$ cat src/rtl/staddr_pkg.sv
package staddr_pkg;
  localparam int WORD_W   = 16;
  localparam int BUS_W    = 32;
  localparam int NSLOT    = 3;
  localparam int ADDR_W   = NSLOT * WORD_W;
  localparam int IDX_W    = 2;
  localparam int PROM_BIT = 15;
  localparam int EE_WORDS = NSLOT;
  localparam int IB_WORDS = NSLOT + 1;

  typedef enum logic [IDX_W-1:0] {
    SL_LO   = 2'd0,
    SL_MID  = 2'd1,
    SL_HI   = 2'd2,
    SL_MODE = 2'd3
  } slot_e;
endpackage

$ cat src/rtl/staddr_seq.sv
module staddr_seq #(
  parameter int NWORDS     = 3,
  parameter int WORD_W     = 16,
  parameter int IDX_W      = 2,
  parameter bit RESET_BUSY = 1'b0
) (
  input  logic              clk,
  input  logic              rst_n,
  input  logic              start,
  input  logic              block,
  input  logic              in_valid,
  output logic              in_ready,
  input  logic [WORD_W-1:0] in_word,
  output logic              wr_en,
  output logic [IDX_W-1:0]  wr_idx,
  output logic [WORD_W-1:0] wr_word,
  output logic              busy,
  output logic              done
);
  localparam logic [IDX_W-1:0] LAST = IDX_W'(NWORDS - 1);

  logic [IDX_W-1:0] idx_q;
  logic             fire;

  assign in_ready = busy && !block;
  assign fire     = in_valid && in_ready;
  assign wr_en    = fire;
  assign wr_idx   = idx_q;
  assign wr_word  = in_word;

  always_ff @(posedge clk or negedge rst_n) begin
    if (!rst_n) begin
      busy  <= RESET_BUSY;
      idx_q <= '0;
      done  <= 1'b0;
    end else begin
      done <= 1'b0;
      if (start) begin
        busy  <= 1'b1;
        idx_q <= '0;
      end else if (fire) begin
        if (idx_q == LAST) begin
          busy  <= 1'b0;
          idx_q <= '0;
          done  <= 1'b1;
        end else begin
          idx_q <= idx_q + 1'b1;
        end
      end
    end
  end

  AST_DONE_ONE_CYCLE: assert property (@(posedge clk) disable iff (!rst_n) done |=> !done);
  AST_DONE_NOT_BUSY: assert property (@(posedge clk) disable iff (!rst_n) done |-> !busy);
  AST_LAST_CLEARS: assert property (@(posedge clk) disable iff (!rst_n)
    (fire && idx_q == LAST && !start) |=> (!busy && done));
endmodule

$ cat src/rtl/staddr_regs.sv
module staddr_regs
  import staddr_pkg::*;
(
  input  logic              clk,
  input  logic              ee_we,
  input  logic [IDX_W-1:0]  ee_idx,
  input  logic [WORD_W-1:0] ee_word,
  input  logic              ib_we,
  input  logic [IDX_W-1:0]  ib_idx,
  input  logic [WORD_W-1:0] ib_word,
  input  logic              h_we,
  input  logic [IDX_W-1:0]  h_idx,
  input  logic [WORD_W-1:0] h_word,
  output logic [ADDR_W-1:0] addr,
  output logic [WORD_W-1:0] mode
);
  for (genvar k = 0; k < NSLOT; k++) begin : g_slot
    logic [WORD_W-1:0] slot_q;
    always_ff @(posedge clk) begin
      if (ee_we && ee_idx == IDX_W'(k))      slot_q <= ee_word;
      else if (ib_we && ib_idx == IDX_W'(k)) slot_q <= ib_word;
      else if (h_we && h_idx == IDX_W'(k))   slot_q <= h_word;
    end
    assign addr[k*WORD_W +: WORD_W] = slot_q;
  end

  logic [WORD_W-1:0] mode_q;
  always_ff @(posedge clk) begin
    if (ib_we && ib_idx == SL_MODE)     mode_q <= ib_word;
    else if (h_we && h_idx == SL_MODE)  mode_q <= h_word;
  end
  assign mode = mode_q;
endmodule

$ cat src/rtl/staddr_match.sv
module staddr_match
  import staddr_pkg::*;
(
  input  logic              clk,
  input  logic              rst_n,
  input  logic              rx_valid,
  input  logic [ADDR_W-1:0] rx_dst,
  input  logic [ADDR_W-1:0] addr,
  input  logic              prom,
  output logic              acc_valid,
  output logic              acc_ok
);
  always_ff @(posedge clk or negedge rst_n) begin
    if (!rst_n) begin
      acc_valid <= 1'b0;
      acc_ok    <= 1'b0;
    end else begin
      acc_valid <= rx_valid;
      acc_ok    <= rx_valid && (prom || (rx_dst == addr));
    end
  end

  AST_PROM_ACCEPTS: assert property (@(posedge clk) disable iff (!rst_n)
    (rx_valid && prom) |=> (acc_valid && acc_ok));
  AST_MISMATCH_REJECTS: assert property (@(posedge clk) disable iff (!rst_n)
    (rx_valid && !prom && rx_dst != addr) |=> (acc_valid && !acc_ok));
endmodule

$ cat src/rtl/staddr_bank.sv
module staddr_bank
  import staddr_pkg::*;
(
  input  logic        clk,
  input  logic        rst_n,
  input  logic        stop,
  input  logic        spnd,
  input  logic        host_we,
  input  logic [1:0]  host_addr,
  input  logic [31:0] host_wdata,
  output logic [31:0] host_rdata,
  input  logic        ee_reprog,
  input  logic        ee_valid,
  output logic        ee_ready,
  input  logic [15:0] ee_word,
  output logic        ee_busy,
  output logic        ee_done,
  input  logic        init_cmd,
  input  logic        ib_valid,
  output logic        ib_ready,
  input  logic [15:0] ib_word,
  output logic        ib_busy,
  input  logic        rx_valid,
  input  logic [47:0] rx_dst,
  output logic        acc_valid,
  output logic        acc_ok
);
  logic              gate;
  logic              ee_we, ib_we, h_we;
  logic [IDX_W-1:0]  ee_idx, ib_idx;
  logic [WORD_W-1:0] ee_w, ib_w;
  logic [ADDR_W-1:0] addr;
  logic [WORD_W-1:0] mode;
  logic              ib_done;
  logic              unused_bits;
  logic [WORD_W-1:0] rd_word;

  assign gate        = stop || spnd;
  assign unused_bits = ^host_wdata[BUS_W-1:WORD_W] ^ ib_done;

  staddr_seq #(.NWORDS(EE_WORDS), .WORD_W(WORD_W), .IDX_W(IDX_W), .RESET_BUSY(1'b1)) u_ee (
    .clk(clk), .rst_n(rst_n), .start(ee_reprog), .block(1'b0),
    .in_valid(ee_valid), .in_ready(ee_ready), .in_word(ee_word),
    .wr_en(ee_we), .wr_idx(ee_idx), .wr_word(ee_w),
    .busy(ee_busy), .done(ee_done)
  );

  staddr_seq #(.NWORDS(IB_WORDS), .WORD_W(WORD_W), .IDX_W(IDX_W), .RESET_BUSY(1'b0)) u_ib (
    .clk(clk), .rst_n(rst_n), .start(init_cmd), .block(ee_we),
    .in_valid(ib_valid), .in_ready(ib_ready), .in_word(ib_word),
    .wr_en(ib_we), .wr_idx(ib_idx), .wr_word(ib_w),
    .busy(ib_busy), .done(ib_done)
  );

  assign h_we = host_we && gate && !ee_we && !ib_we;

  staddr_regs u_regs (
    .clk(clk),
    .ee_we(ee_we), .ee_idx(ee_idx), .ee_word(ee_w),
    .ib_we(ib_we), .ib_idx(ib_idx), .ib_word(ib_w),
    .h_we(h_we), .h_idx(host_addr), .h_word(host_wdata[WORD_W-1:0]),
    .addr(addr), .mode(mode)
  );

  always_comb begin
    unique case (host_addr)
      SL_LO:   rd_word = addr[0*WORD_W +: WORD_W];
      SL_MID:  rd_word = addr[1*WORD_W +: WORD_W];
      SL_HI:   rd_word = addr[2*WORD_W +: WORD_W];
      default: rd_word = mode;
    endcase
  end

  assign host_rdata = gate ? {{(BUS_W-WORD_W){1'b0}}, rd_word} : '0;

  staddr_match u_match (
    .clk(clk), .rst_n(rst_n), .rx_valid(rx_valid), .rx_dst(rx_dst),
    .addr(addr), .prom(mode[PROM_BIT]),
    .acc_valid(acc_valid), .acc_ok(acc_ok)
  );

  always_comb begin
    AST_UPPER_ZERO: assert (host_rdata[BUS_W-1:WORD_W] == '0);
  end

  AST_HOST_BLOCKED: assert property (@(posedge clk) disable iff (!rst_n)
    (host_we && !gate && !ee_we && !ib_we) |=> ($stable(addr) && $stable(mode)));
  AST_EE_BLOCKS_IB: assert property (@(posedge clk) disable iff (!rst_n)
    ee_we |-> !ib_ready);
endmodule

$ cat config.mk
export PLATFORM = sky130hd
export DESIGN_NAME = staddr_bank
export DESIGN_NICKNAME = d
export VERILOG_FILES = /design/src/rtl/staddr_pkg.sv /design/src/rtl/staddr_seq.sv /design/src/rtl/staddr_regs.sv /design/src/rtl/staddr_match.sv /design/src/rtl/staddr_bank.sv
export SDC_FILE = /design/constraint.sdc
export NUM_CORES = 1
export LEC_CHECK = 0
export CORE_UTILIZATION = 35
export CTS_BUF_LIST = sky130_fd_sc_hd__clkbuf_16
export DETAILED_ROUTE_END_ITERATION = 12
export PLACE_DENSITY = 0.69
export SETUP_SLACK_MARGIN = 0.5
export SKIP_CTS_REPAIR_TIMING = 1
export SLEW_MARGIN = 20
export SYNTH_ARGS = -nofsm -noshare
export SYNTH_HDL_FRONTEND = slang
export SYNTH_SLANG_ARGS = --single-unit
$ cat constraint.sdc
create_clock -name clk -period 3.2 [get_ports clk]
set_clock_uncertainty 0.05 [all_clocks]
set_input_delay 0.64 -clock clk [delete_from_list [all_inputs] [get_ports clk]]
set_output_delay 0.64 -clock clk [all_outputs]
set_load 0.05 [all_outputs]
; ---- After elaboration in Yosys (flattened, before gate mapping)
; Cells that the tools add are included.
[classes]
addsub = 2
eq_ne = 9
mux = 28
n_reduce_logical = 35
[ops]
columns = cell, n
row1 = 16-bit two-way mux, 12
row2 = 48-bit equality test, 1
row3 = 16-bit case mux with 3 select lines, 1
row4 = 1-bit logical AND, 18
row5 = 2-bit two-way mux, 6
row6 = "2-bit equality test, second input constant", 5
row7 = 2-bit nonzero test, 5
row8 = 1-bit two-way mux, 9
row9 = 3-bit nonzero test, 3
row10 = "2-bit by 1-bit equality test with 1-bit output, second input constant", 3
row11 = 2-bit logical NOT, 3
row12 = "2-bit by 1-bit adder with 2-bit output, second input constant", 2
row13 = 2-bit AND reduction, 2
row14 = 1-bit logical NOT, 2
row15 = 1-bit logical OR, 2
[totals]
regBits = 73
in_bits = 124
out_inout_bits = 39
elab_cells = 85

; ---- Longest topological paths before layout
[logic_depth]
ltp_word = 10
ltp_mapped = 7
mapped_depth_nobuf = 5

; ---- By module
; From an unflattened synthesis, not the netlist that was laid out.
[unflattened]
hier_cells = 520
area_unflattened_um2 = 5180.0
[by_module_without_submodules]
columns = mod, n_inst, cells_each, area_each_um2, seq_area_each_um2
row1 = staddr_regs, 1, 313, 3218.1, 1921.8
row2 = staddr_bank, 1, 75, 729.4, 0.0
row3 = staddr_match, 1, 68, 578.1, 50.0
row4 = staddr_seq (u_ib), 1, 33, 336.6, 100.1
row5 = staddr_seq (u_ee), 1, 31, 317.8, 101.3

; ---- Worst setup path after synthesis
; Ideal clock, no wire load.
[synth_timing]
path_kind = register -> register
startpoint = register u_ee.busy
endpoint = register u_regs.g_slot[1].slot_q[0] (enable)
setup_ps = 447
arrival_time_ps = 3154
required_time_ps = 2703
path_slack_ps = -451
stages_incl_launch_ff = 5
path_buffers = 0
synth_period_minus_slack_ps = 3651
path_cell_list = dfstp_2 nand2_2 nand3_1 o2111ai_1 o311ai_0
[synth_via]
elab_chain_cells = 8
word_cells_on_any_way = 11
classes_between = 11 x reduce/logical
[synth_rtl]
columns = item, line_no
row1 = start: declaration, staddr_seq.sv:17  ; output logic busy,
row2 = start signal: assignment, staddr_seq.sv:33  ; busy <= RESET_BUSY;
row3 = start signal: assignment, staddr_seq.sv:39  ; busy <= 1'b1;
row4 = start signal: assignment, staddr_seq.sv:43  ; busy <= 1'b0;
row5 = 1-bit logical AND *, staddr_seq.sv:26  ; assign fire = in_valid && in_ready;
row6 = 1-bit logical NOT, "staddr_seq.sv:25, staddr_bank.sv:55"
row7 = 1-bit logical AND, staddr_seq.sv:25  ; assign in_ready = busy && !block;
row8 = 1-bit logical AND, staddr_seq.sv:26
row9 = 1-bit logical NOT, staddr_bank.sv:55  ; assign h_we = host_we && gate && !ee_we && !ib_we;
row10 = 1-bit logical AND, staddr_bank.sv:55
row11 = 1-bit logical AND, staddr_regs.sv:22  ; else if (h_we && h_idx == IDX_W'(k)) slot_q <= h_word;
row12 = 3-bit nonzero test (no line) *, n/a
row13 = end signal: assignment, staddr_regs.sv:20  ; if (ee_we && ee_idx == IDX_W'(k)) slot_q <= ee_word;
row14 = end signal: assignment, staddr_regs.sv:21  ; else if (ib_we && ib_idx == IDX_W'(k)) slot_q <= ib_word;
row15 = end signal: assignment, staddr_regs.sv:22
row16 = end: declaration, staddr_regs.sv:18  ; logic [WORD_W-1:0] slot_q;
; Every way passes the cells marked *; elsewhere a longest branch is shown, timed or not.
; A chain may end at the register's enable or synchronous reset.

; ---- Final worst setup path
[layout_timing]
startpoint = input host_addr[0]
endpoint = output host_rdata[15]
[layout_via]
elab_chain_cells = 3
word_cells_on_any_way = 5
classes_between = 2 x eq/ne / 2 x mux / 1 x reduce/logical
[layout_rtl]
columns = item, line_no
row1 = start: declaration, staddr_bank.sv:9  ; input logic [1:0] host_addr,
row2 = "2-bit equality test, or another cell as far along", staddr_bank.sv:66  ; unique case (host_addr)
row3 = 16-bit case mux with 3 select lines *, staddr_bank.sv:66
row4 = 16-bit two-way mux *, staddr_bank.sv:74  ; assign host_rdata = gate ? {{(BUS_W-WORD_W){1'b0}}, rd_word} : '0;
row5 = end: declaration, staddr_bank.sv:11  ; output logic [31:0] host_rdata,
; Marked as above.

==> results by stage <==
Worst setup path:
- The worst-case register-to-register setup slack is between 0.9 and 1 ns.
- The worst setup path is launched from a primary input.
- The required time at the endpoint of the critical path is 2.51 ns.
- The number of buffers and inverters on the critical path is 3.
- For this design, the slowest cell found on the critical path is mux4_2.
- The signal on the critical path passes through dlymetal6s2s_1, buf_12, mux4_2, nor2b_1, buf_4.
- The worst setup path category is in2out.
- In this design, the stage delay of the slowest critical-path cell is roughly 0.51 ns.
- The worst setup path is captured at an output port.
- Grouping stages by cell kind, the critical path spends the most delay in buffers and inverters.
- For the worst setup path, the data arrival time is 1.96 ns.
- The highest net fanout along the worst path is 10.

STA:
- For the pin with the worst max-slew slack, the measured transition is 0.745 ns.
- For the final routed database, the setup TNS stands at 0 ns.
- Setup violations remaining at the end of the flow were counted as 0.
- The final cycle utilization of the critical path is 82.8%.
- The tightest slew margin relative to the limit is between 50% and 60%.
- The minimum clock period is 2.65 ns.
- Setup repair after global routing left no endpoint under its margin.
- The number of hold violations in the final report is 0.
- Across all setup checks in the final design, the least slack found is 0.550 ns.
- The worst hold margin is 0.514 ns.
- The count of pins over their slew limit was 0.
- Static timing analysis puts the maximum clock frequency at about 380 MHz.

Final layout:
- The final design instance area without fill is 6650 um^2.
- The number of filler instances in the final layout is between 1k and 1.5k.
- The final core utilization is 50.0%.
- At the end of the flow, the number of nets in the layout was 674.
- The finished layout holds 728 standard cells, fillers aside.
- The area growth from synthesis to layout is 38.8%.
- The share of post-route cells with drive strength above 1 is between 10% and 20%.

Routing:
- The detailed-route DRC error count is 0.
- The first detailed-routing pass took 5 iterations.
- The count of nets left with antenna violations once routing finished came out at 0.
- The average detailed-routed wire length per instance is 20.0 um.
- For this block, the via count after detailed routing is around 3.8k.
- In the routed layout, each cell is associated on average with a via count of 5.17.
- After the first detailed-routing iteration, the DRC count stood at 254.
- For this block, the routed nets add up to 14500 um of wire.

Power:
- In this run the power spent charging and discharging nets is roughly 820 uW.
- The power share of the clock group is 35.8%.
- Internal power comes to between 2 and 2.5 mW.
- The share of total power dissipated in combinational logic is 24.9%.
- The static leakage power is 2.69 nW.
- The power share of the sequential group is a little under 40%.
- The design draws 2.95 mW.
- Across the VDD grid, the largest voltage drop is 0.293 mV.
- For this design the ratio of total power to cell area is ~440 nW/um^2.
- Net switching is 27.8% of the power.

Placement:
- In this run the tool buffered the top-level ports with 130 buffer cells.
- The pre-CTS setup slack is 0.0843 ns.
- The cell count after placement is approximately 700.
- After detailed placement, the total cell area comes to 6270 um^2.
- The wire-length estimate of the detail-placed layout is between 10000 and 15000 um.
- At the end of routability-driven placement, the weighted congestion stood at 0.814.

Global routing:
- The global-route total usage across every layer is 20.7%.
- In the global route stage, met3 resource usage came out at under 10%.
- After global routing, the most crowded layer is met2.
- The first global-routing pass estimated 21700 um of wire.
- The via count of the first global-routing pass was 3905.
- Entering global routing, the biggest net connects 34 pins.
- The number of antenna violations at the first check in global routing was 1.
- For met2 alone, demand over resource in global routing was about 36%.
- For this run the aggregate overflow at the end of global routing stands at 0.
- The met1 track demand over resource is roughly 25%.

Synthesis:
- The simple-gate portion of the synthesized area is 11.4%.
- The synthesized-area fraction occupied by xor and xnor cells is 8.78%.
- The synthesized netlist contains 41 unique library cells.
- Ranked by total cell area, the synthesized netlist is headed by edfxtp_1 (40%), mux2i_1 (10%), mux4_2 (7.5%).
- Counting flops with a built-in enable in the synthesized netlist gives 64.
- The share of synthesized cell area in full adder, half adder and majority cells is 1.04%.
- The top cell type's share of synthesized area is about two fifths.
- The Yosys step of the flow raised 0 warnings.
- In this run, synthesis produced a sequential element count of 73.
- The multiplexer share of the synthesized area is 21.3%.
- The main combinational cell family by area after synthesis is multiplexers.
- The area fraction in compound gates after synthesis is under 10%.
- In this run the cell area of the synthesized design comes to 4790 um^2.
- Summed over all instances, the cell type with the most area after synthesis is edfxtp_1.
- Of the synthesized area, sequential elements account for 44.8%.
- Among all cell types in the netlist, the one instantiated most often is edfxtp_1.
- After synthesis, the most frequently instantiated cells are edfxtp_1 (64), mux2i_1 (48), a21oi_1 (37), nor2_1 (37), xnor2_1 (33).
- The mean cell area of the mapped netlist is 11.7 um^2.
- Synthesis produced a netlist whose cell count is slightly above 400.
- The share of synthesized flip-flops with an asynchronous set or reset is between 10% and 20%.
- The commonest register cell after synthesis is edfxtp_1.

Die:
- The floorplan step set the die width to around 120 um.
- The core region is 13300 um^2.
- 163 I/O pins were placed.
- The die is 119 um tall.
- The die footprint is 14200 um^2.
- The initial standard-cell utilization of the core is 36.0%.
- The initialized floorplan defines 42 standard-cell rows.

Run:
- The number of maximum-capacitance constraint violations is 0.

Clock network:
- Clock-pin slew was measured on the worst setup and hold paths at 0.06 ns.
- In this run the number of H-tree levels came out at 3.
- The number of clock buffers added by TritonCTS is 9.
- The clock latency on the worst-skew pair is around 0.33 ns.
- The maximum root-to-sink buffer count is 2.
- The tree is rooted in a clkbuf_16.
- TritonCTS built the clock tree.
- Clock tree synthesis found a total of 73 sinks.

Worst hold path:
- The path type of the worst min-delay path is reg2reg.

Status:
- The run finished with clean final reports.
[power by group through the flow]
stage	registers, mW	clock network, mW	logic (mW)
after floorplan	1.17	0	0.434
after global placement	1.18	0	0.714
after detailed placement	1.18	0	0.725
after CTS	1.16	1.06	0.729
after global routing	1.17	1.10	0.780
final	1.16	1.06	0.735
[metal layers]
layer / vias to the layer above / share of wire [%]
li1: 1749 / -
met1: 1797 / 40
met2: 196 / 50
met3: 24 / 7.3
met4: 0 / 2.1
met5: - / 0
[worst reg2reg max path, stage by stage (launching register included)]
cell and delay, ns:
dfstp_4 0.64, nand2_4 0.10, nand3_2 0.13, o2111ai_2 0.16, o311ai_4 0.67, buf_12 0.22
[path summary, 6_finish.rpt]
kind / startpoint / end / cells past startpoint
min in group asynchronous: rst_n / u_ee.wr_idx[0]$_DFFE_PN0P_ / 1
max in group asynchronous: rst_n / u_ee.busy$_DFFE_PN1P_ / 1
max: host_addr[0] / host_rdata[15] / 5
max reg2reg: u_ee.busy$_DFFE_PN1P_ / u_regs.g_slot[1].slot_q[14]$_DFFE_PP_ / 5
min reg2reg: u_ib.busy$_DFFE_PN0P_ / u_ib.busy$_DFFE_PN0P_ / 1
min: u_ib.busy$_DFFE_PN0P_ / u_ib.busy$_DFFE_PN0P_ / 1
[area by class of cell]
cell class              instances  area [um^2]  area share, %
diodes                          1         2.50         0.0376
clock buffers                   9          225           3.39
clock inverters                 7         85.1           1.28
inverters                       4         15.0          0.226
multi-input cells             311         2490           37.4
flip-flops and latches         73         2150           32.4
well taps                     176          220           3.31
repair buffers                147         1460           22.0
[cells in the final DEF, fill, tap and decap left out, types with 3 or more instances in the layout]
cell type	n
buf_12	3
o21ai_0	7
xor2_1	15
nor4_1	5
nand2_1	21
mux2_2	15
mux2i_1	48
inv_1	4
nor2b_2	7
clkbuf_16	11
edfxtp_1	64
nand4_1	10
a21oi_1	37
clkdlybuf4s50_1	111
ha_1	4
nor2b_1	9
o21ai_1	10
mux4_2	16
buf_4	29
dfrtp_1	8
nor2_1	37
conb_1	16
nand2_8	3
xnor2_1	33
[registers in the layout (all words and copies together) (netlist names)]
register	count
u_ee.done	1
u_ee.wr_idx	2
u_regs.g_slot.slot_q	48
u_match.acc_ok	1
u_ee.busy	1
u_ib.wr_idx	2
u_ib.busy	1
u_match.acc_valid	1
u_regs.mode	16
[logic make-up after synthesis]
kind of cell / after synthesis
AND/OR/NAND/NOR: 102
buffers and inverters: 40
AO/OA/AOI/OAI: 61
multiplexers: 80
XOR/XNOR: 48
other: 1
flip-flops: 73
adder cells (fa/ha/maj): 4
Power figures use the tool's default switching activity.
